[src/rtl/sau_pkg.sv]
package sau_pkg;

    // Operand conditioning modes, indexed by op_sel
    typedef enum logic [1:0] {
        YSEL_ZERO = 2'b00,
        YSEL_TRUE = 2'b01,
        YSEL_INV  = 2'b10,
        YSEL_ONES = 2'b11
    } ysel_e;

    typedef struct packed {
        logic carry;
        logic ovf;
        logic zero;
    } flags_t;

    function automatic logic fa_sum(input logic x, input logic y, input logic c);
        return x ^ y ^ c;
    endfunction

    function automatic logic fa_carry(input logic x, input logic y, input logic c);
        return (x & y) | (x & c) | (y & c);
    endfunction

endpackage

[src/rtl/sau_operand_cond.sv]
module sau_operand_cond
    import sau_pkg::*;
#(
    parameter int N = 4
) (
    input  ysel_e          mode,
    input  logic [N-1:0]   b_in,
    output logic [N-1:0]   y_out
);

    always_comb begin
        unique case (mode)
            YSEL_ZERO: y_out = '0;
            YSEL_TRUE: y_out = b_in;
            YSEL_INV:  y_out = ~b_in;
            default:   y_out = '1;
        endcase
    end

endmodule

[src/rtl/sau_ripple_adder.sv]
module sau_ripple_adder
    import sau_pkg::*;
#(
    parameter int N = 4
) (
    input  logic [N-1:0] x,
    input  logic [N-1:0] y,
    input  logic         c_in,
    output logic [N-1:0] sum,
    output logic         c_into_msb,
    output logic         c_out
);

    logic [N:0] chain;

    assign chain[0] = c_in;

    for (genvar i = 0; i < N; i++) begin : g_stage
        assign sum[i]     = fa_sum(x[i], y[i], chain[i]);
        assign chain[i+1] = fa_carry(x[i], y[i], chain[i]);
    end

    assign c_into_msb = chain[N-1];
    assign c_out      = chain[N];

endmodule

[src/rtl/sau_flag_gen.sv]
module sau_flag_gen
    import sau_pkg::*;
#(
    parameter int N = 4
) (
    input  logic [N-1:0] sum,
    input  logic         c_into_msb,
    input  logic         c_out,
    output flags_t       flags
);

    always_comb begin
        flags.carry = c_out;
        flags.ovf   = c_into_msb ^ c_out;
        flags.zero  = ~|sum;
    end

endmodule

[src/rtl/sel_adder_unit.sv]
module sel_adder_unit
    import sau_pkg::*;
#(
    parameter int N = 4
) (
    input  logic         clk,
    input  logic         rst,
    input  logic         in_valid,
    input  logic [N-1:0] a,
    input  logic [N-1:0] b,
    input  logic [1:0]   op_sel,
    input  logic         carry_in,
    output logic         out_valid,
    output logic [N-1:0] f,
    output logic         carry_out,
    output logic         ovf,
    output logic         zero
);

    localparam logic [N-1:0] ALL_ONES = {N{1'b1}};

    ysel_e        mode;
    logic [N-1:0] y_op;
    logic [N-1:0] sum;
    logic         c_msb;
    logic         c_top;
    flags_t       flg;

    assign mode = ysel_e'(op_sel);

    sau_operand_cond #(.N(N)) u_cond (
        .mode  (mode),
        .b_in  (b),
        .y_out (y_op)
    );

    sau_ripple_adder #(.N(N)) u_add (
        .x          (a),
        .y          (y_op),
        .c_in       (carry_in),
        .sum        (sum),
        .c_into_msb (c_msb),
        .c_out      (c_top)
    );

    sau_flag_gen #(.N(N)) u_flags (
        .sum        (sum),
        .c_into_msb (c_msb),
        .c_out      (c_top),
        .flags      (flg)
    );

    always_ff @(posedge clk) begin
        if (rst) begin
            out_valid <= 1'b0;
            f         <= '0;
            carry_out <= 1'b0;
            ovf       <= 1'b0;
            zero      <= 1'b0;
        end else begin
            out_valid <= in_valid;
            if (in_valid) begin
                f         <= sum;
                carry_out <= flg.carry;
                ovf       <= flg.ovf;
                zero      <= flg.zero;
            end
        end
    end

    // Valid strobe follows the capture one cycle later
    assert_valid_follow_R8: assert property (@(posedge clk) disable iff (rst)
        in_valid |=> out_valid);
    assert_idle_drop_R8: assert property (@(posedge clk) disable iff (rst)
        !in_valid |=> !out_valid);
    // Result and flags hold while idle
    assert_idle_hold_R8: assert property (@(posedge clk) disable iff (rst)
        !in_valid |=> ($stable(f) && $stable(carry_out) && $stable(ovf) && $stable(zero)));

    assert_reset_clear_R9: assert property (@(posedge clk)
        rst |=> (!out_valid && f == '0 && !carry_out && !ovf && !zero));

    assert_zero_flag_R7: assert property (@(posedge clk) disable iff (rst)
        out_valid |-> (zero == (f == '0)));

    // Subtract: carry-out means no borrow
    assert_sub_noborrow_R3: assert property (@(posedge clk) disable iff (rst)
        (in_valid && op_sel == 2'b10 && carry_in)
        |=> (carry_out == ($past(a) >= $past(b)) && f == N'($past(a) - $past(b))));

    // Decrement: carry-out set unless A was zero
    assert_dec_carry_R4: assert property (@(posedge clk) disable iff (rst)
        (in_valid && op_sel == 2'b11 && !carry_in)
        |=> (carry_out == ($past(a) != '0)));
    assert_xfer_ones_R4: assert property (@(posedge clk) disable iff (rst)
        (in_valid && op_sel == 2'b11 && carry_in)
        |=> (carry_out && f == $past(a)));
    assert_xfer_zero_R4: assert property (@(posedge clk) disable iff (rst)
        (in_valid && op_sel == 2'b00 && !carry_in)
        |=> (!carry_out && f == $past(a)));

    // Increment wraps only from all ones
    assert_inc_wrap_R5: assert property (@(posedge clk) disable iff (rst)
        (in_valid && op_sel == 2'b00 && carry_in)
        |=> (carry_out == ($past(a) == ALL_ONES) && (!carry_out || f == '0)));

endmodule

[config.mk]
export PLATFORM = sky130hd
export DESIGN_NAME = sel_adder_unit
export DESIGN_NICKNAME = d
export VERILOG_FILES = /design/src/rtl/sau_pkg.sv /design/src/rtl/sau_operand_cond.sv /design/src/rtl/sau_ripple_adder.sv /design/src/rtl/sau_flag_gen.sv /design/src/rtl/sel_adder_unit.sv
export SDC_FILE = /design/constraint.sdc
export NUM_CORES = 1
export LEC_CHECK = 0
export BUFFER_PORTS_ARGS = -buffer_cell sky130_fd_sc_hd__clkbuf_2
export CORE_AREA = 4 4 41 43
export CTS_CLUSTER_DIAMETER = 100
export CTS_CLUSTER_SIZE = 8
export DETAILED_ROUTE_END_ITERATION = 16
export DIE_AREA = 0 0 45 47
export GPL_ROUTABILITY_DRIVEN = 0
export MAX_ROUTING_LAYER = met4
export SLEW_MARGIN = 25
export SYNTH_ARGS = -nofsm -noshare
export SYNTH_HDL_FRONTEND = slang
export SYNTH_SLANG_ARGS = --single-unit
[constraint.sdc]
create_clock -name clk -period 2.25 [get_ports clk]
set_input_delay 0.1125 -clock clk [delete_from_list [all_inputs] [get_ports clk]]
set_output_delay 0.1125 -clock clk [all_outputs]
set_load 0.01 [all_outputs]
# After elaboration in Yosys (flattened, before gate mapping)
# Index checks and enable logic that the tools add are counted.
[op_classes]
bitwise = 30
n_reduce_logical = 3
n_mux = 1
n_eq_ne = 2
[op_table]
columns = ["cell", "count"]
rows = [
  ["$and A1 B1 Y1", 12],
  ["$pmux W4 S3", 1],
  ["$xor A1 B1 Y1", 9],
  ["$or A1 B1 Y1", 8],
  ["$not A4 Y4", 1],
  ["$reduce_or A4 Y1", 1],
  ["$eq A2 B1 Y1 const B", 1],
  ["$eq A2 B2 Y1 const B", 1],
  ["$logic_not A2 Y1", 1],
  ["$logic_not A1 Y1", 1],
]
[totals]
regBits = 8
elab_cells = 41
out_inout_bits = 8

# Longest topological paths before layout
[depth]
depth_word = 15
mapped_depth = 8

# Hierarchy
# Synthesis repeated with hierarchy kept, for this count alone.
[unflattened]
cells_unflattened = 46
hier_area_um2 = 469.2
[modules_own_cells]
columns = ["module", "n_inst", "seq_area_each_um2", "area_per_inst_um2", "cells_each"]
rows = [
  ["sel_adder_unit", 1, 160.2, 277.8, 25],
  ["sau_ripple_adder", 1, 0.0, 117.6, 14],
  ["sau_operand_cond", 1, 0.0, 45.0, 4],
  ["sau_flag_gen", 1, 0.0, 28.8, 3],
]

# Worst setup path before layout
# No wires, ideal clock.
[synth_path]
kind = "in2reg"
startpoint = "in b[0]"
endpoint = "reg zero"
setup_ns = 0.127
path_slack_ns = -0.200
arrival_time_ns = 2.323
n_path_buf = 0
stages = 8
t_required_ns = 2.123
cell_sequence = "mux2_2 fa_1 fa_1 fa_1 inv_1 fa_1 or4b_4 o22ai_2"
[synth_via]
elab_chain_cells = 14
[synth_lines]
columns = ["element", "line_no", "source"]
rows = [
  ["from (decl)", "sel_adder_unit.sv:10", "input logic [N-1:0] b,"],
  ["$not A4 Y4", "sau_operand_cond.sv:15", "YSEL_INV: y_out = ~b_in;"],
  ["$pmux W4 S3 *", "sau_operand_cond.sv:12", "unique case (mode)"],
  ["$and A1 B1 Y1", "sau_pkg.sv:22", "return (x & y) | (x & c) | (y & c);"],
  ["$or A1 B1 Y1 (2 in a row)", "sau_pkg.sv:22", ""],
  ["$and A1 B1 Y1", "sau_pkg.sv:22", ""],
  ["$or A1 B1 Y1 (2 in a row)", "sau_pkg.sv:22", ""],
  ["$and A1 B1 Y1", "sau_pkg.sv:22", ""],
  ["$or A1 B1 Y1 (2 in a row)", "sau_pkg.sv:22", ""],
  ["$xor A1 B1 Y1", "sau_pkg.sv:18", "return x ^ y ^ c;"],
  ["$reduce_or A4 Y1 *", "sau_flag_gen.sv:15", "flags.zero = ~|sum;"],
  ["$logic_not A1 Y1 *", "sau_flag_gen.sv:15", ""],
  ["to (signal assigned)", "sel_adder_unit.sv:66", "zero <= flg.zero;"],
  ["to (decl)", "sel_adder_unit.sv:17", "output logic zero"],
]
# Every way passes the cells marked *; elsewhere a longest branch is shown, timed or not.
# A chain may end at the register's enable or synchronous reset.

# Worst setup path after layout
# Same ends and word-level chain as after synthesis.

==> reports/metrics.yaml <==
die_h_microns: 47
core_area_sq_mm: 0.00130
numCtsBuffers: 3
finalCritPeriodShare_pct: 100
clk_latency_ns: 0.24
area_delta_synth_final_pct: 43.3
placed_area_sq_um: 581
start_util_pct: 32.9
synth-seq-cells: 8
peakVddDrop_v: 0.000232
die_area_sq_mm: 0.00212
drt-total-wl_microns: 884
outcome: "finished with violations"
final_area_sq_um: 613
grt_start_max_net_pins: 11
rows: 13
slew_violations: 0
antenna_found_initial: 0
ant_nets: 0
synth_area_leaders: "dfxtp_1 (37%), fa_1 (19%), mux2i_1 (9.4%)"
total_power_uw: 383
syn_inst: 38
layout_commonest_cell: "clkbuf_2"
portBuffers: 21
synth_area_sq_um: 428
grt_setup_unrepaired: "true"
max_freq_mhz: 442
die_w_microns: 45
cts_tree: "built"
diodes: 0
yosys_warnings: 0
cap_violations: 0
hold_class: "input port to register"
cts_sinks: 8
multi_input_area_sq_um: 259
syn_avg_cell_area_sq_um: 11.3
hold_buffers: 0
route.vias.total: 351
drc_errors: 0
post_cts_buffers: 0
vias_per_cell: 4.44
required_ns: 2.42
yosysTopAreaCellShare_pct: 37.4
final_hold_viol_count: 0
routedWlPerCell_microns: 11.2
p_leak_uw: 0.000302
endpoint_kind: "register"
violations: "negative setup slack"
synth.largest_area_cell: "dfxtp_1"
tightest_slew_ns: 0.189
layout-drive-gt1-share_pct: 57.8
ctsHtreeMaxLevel: 1
grt_pass1_vias: 380
firstDrtPassIters: 1
critPathArrivalTime_ns: 2.43
fin_skew_ns: 0
cts_root_buffer: "clkbuf_4"
r2r_cells: 2
setup_violations: 1
pin_count: 22
worstHoldPathCells: 2
period_needed_ns: 2.26
final_cell_mix: "clkbuf_2 (20), dfxtp_1 (8), nor2_1 (5), mux2i_1 (4), buf_4 (4)"
startpoint_type: "input port"
crit_fanout: 2
slew_headroom_pct: 87.0
path_clk_slew_ns: 0.05
synthDistinctLibCells: 14
worst_slack_ns: -0.0103
track_usage_pct: 10.8
timing.reg2reg.setup_slack_ns: 1.64
synth.yosys.seq_area_share_pct: 37.4
whs_ns: 0.152
grt_overflow: 0
regArea_sq_um: 160
fillCellCount: 139
power_density_mw_per_mm2: 625
path_class: "input port to register"
clk_path_buf_depth: 2
synth_nets: 56
drtIter0Drc: 0
nNetsFinal: 84
grt_first_pass_wirelength_microns: 1560
## routing by layer
metal	GRT usage, %	vias up	share of wire [%]
met5	-	-	0
met4	8.77	0	2.0
met3	1.15	2	8.3
met2	16.9	19	47
met1	12.4	152	43
li1	-	178	-
## metrics by stage
step,std cells,setup WS [ns],util (%),TNS (ns)
6_report,79,-0.0103,47.1,-0.0103
2_1_floorplan,38,-0.0693,-,-0.0693
3_5_place_dp,76,-0.248,44.6,-0.401
5_1_grt,79,-0.0741,47.1,-0.0753
3_3_place_gp,76,-0.205,44.6,-0.313
4_1_cts,79,0.00529,46.3,0
## path summary, 6_finish.rpt
path                           from                 to
hold reg to reg    ovf$_SDFFE_PP0P_   ovf$_SDFFE_PP0P_
hold / removal                  rst  f[1]$_SDFFE_PP0P_
setup reg to reg  f[3]$_SDFFE_PP0P_  f[3]$_SDFFE_PP0P_
setup / recovery               b[0]  zero$_SDFFE_PP0P_
## layout make-up
| class | instances | area share [%] |
|---|---|---|
| well taps | 15 | 3.06 |
| inverters | 3 | 1.84 |
| clock buffers | 3 | 3.67 |
| repair buffers | 25 | 23.1 |
| flip-flops and latches | 8 | 26.1 |
| multi-input cells | 25 | 42.2 |
## registers in the layout, summed over array words and instances (netlist names)
signal,cells
carry_out,1
ovf,1
zero,1
out_valid,1
f,4
## report_power, final
| group | switching, uW | total, uW | internal (uW) | leakage, uW |
|---|---|---|---|---|
| combinational | 52.3 | 117 | 64.6 | 0.000222 |
| clock | 43.8 | 105 | 60.7 | 0.0000138 |
| sequential | 6.08 | 162 | 156 | 0.0000661 |
| total | 102 | 383 | 281 | 0.000302 |
## synth_stat cells
| cell | instances |
|---|---|
| inv_1 | 3 |
| or4b_4 | 1 |
| nor2_1 | 5 |
| a211oi_1 | 2 |
| clkbuf_1 | 1 |
| o22ai_2 | 1 |
| buf_2 | 1 |
| mux2_2 | 3 |
| dfxtp_1 | 8 |
| nand2b_1 | 3 |
| fa_1 | 4 |
| mux2i_1 | 4 |
| o22ai_1 | 1 |
| xor2_1 | 1 |
## critical path, cell delays in order
cell,delay [ns]
buf_6,0.09
mux2_4,0.30
fa_2,0.37
fa_2,0.37
fa_2,0.38
inv_2,0.07
fa_1,0.19
or4b_4,0.47
o22ai_2,0.09
## logic make-up after synthesis
kind of cell    count (synthesis)  share of synthesized area, %
compound gates                  4                          7.89
fa+ha+maj                       4                          18.7
flops                           8                          37.4
buf+inv                         5                          4.68
simple gates                    9                          12.0
mux                             7                          17.3
xor+xnor                        1                          2.05
## what timing repair did
| action | CTS | global route |
|---|---|---|
| setup endpoints to repair | 0 | 2 |
| endpoints found under the hold margin | 0 | 0 |
| resized for setup | 0 | 3 |
Note: power is estimated with default switching activity, not from simulation.
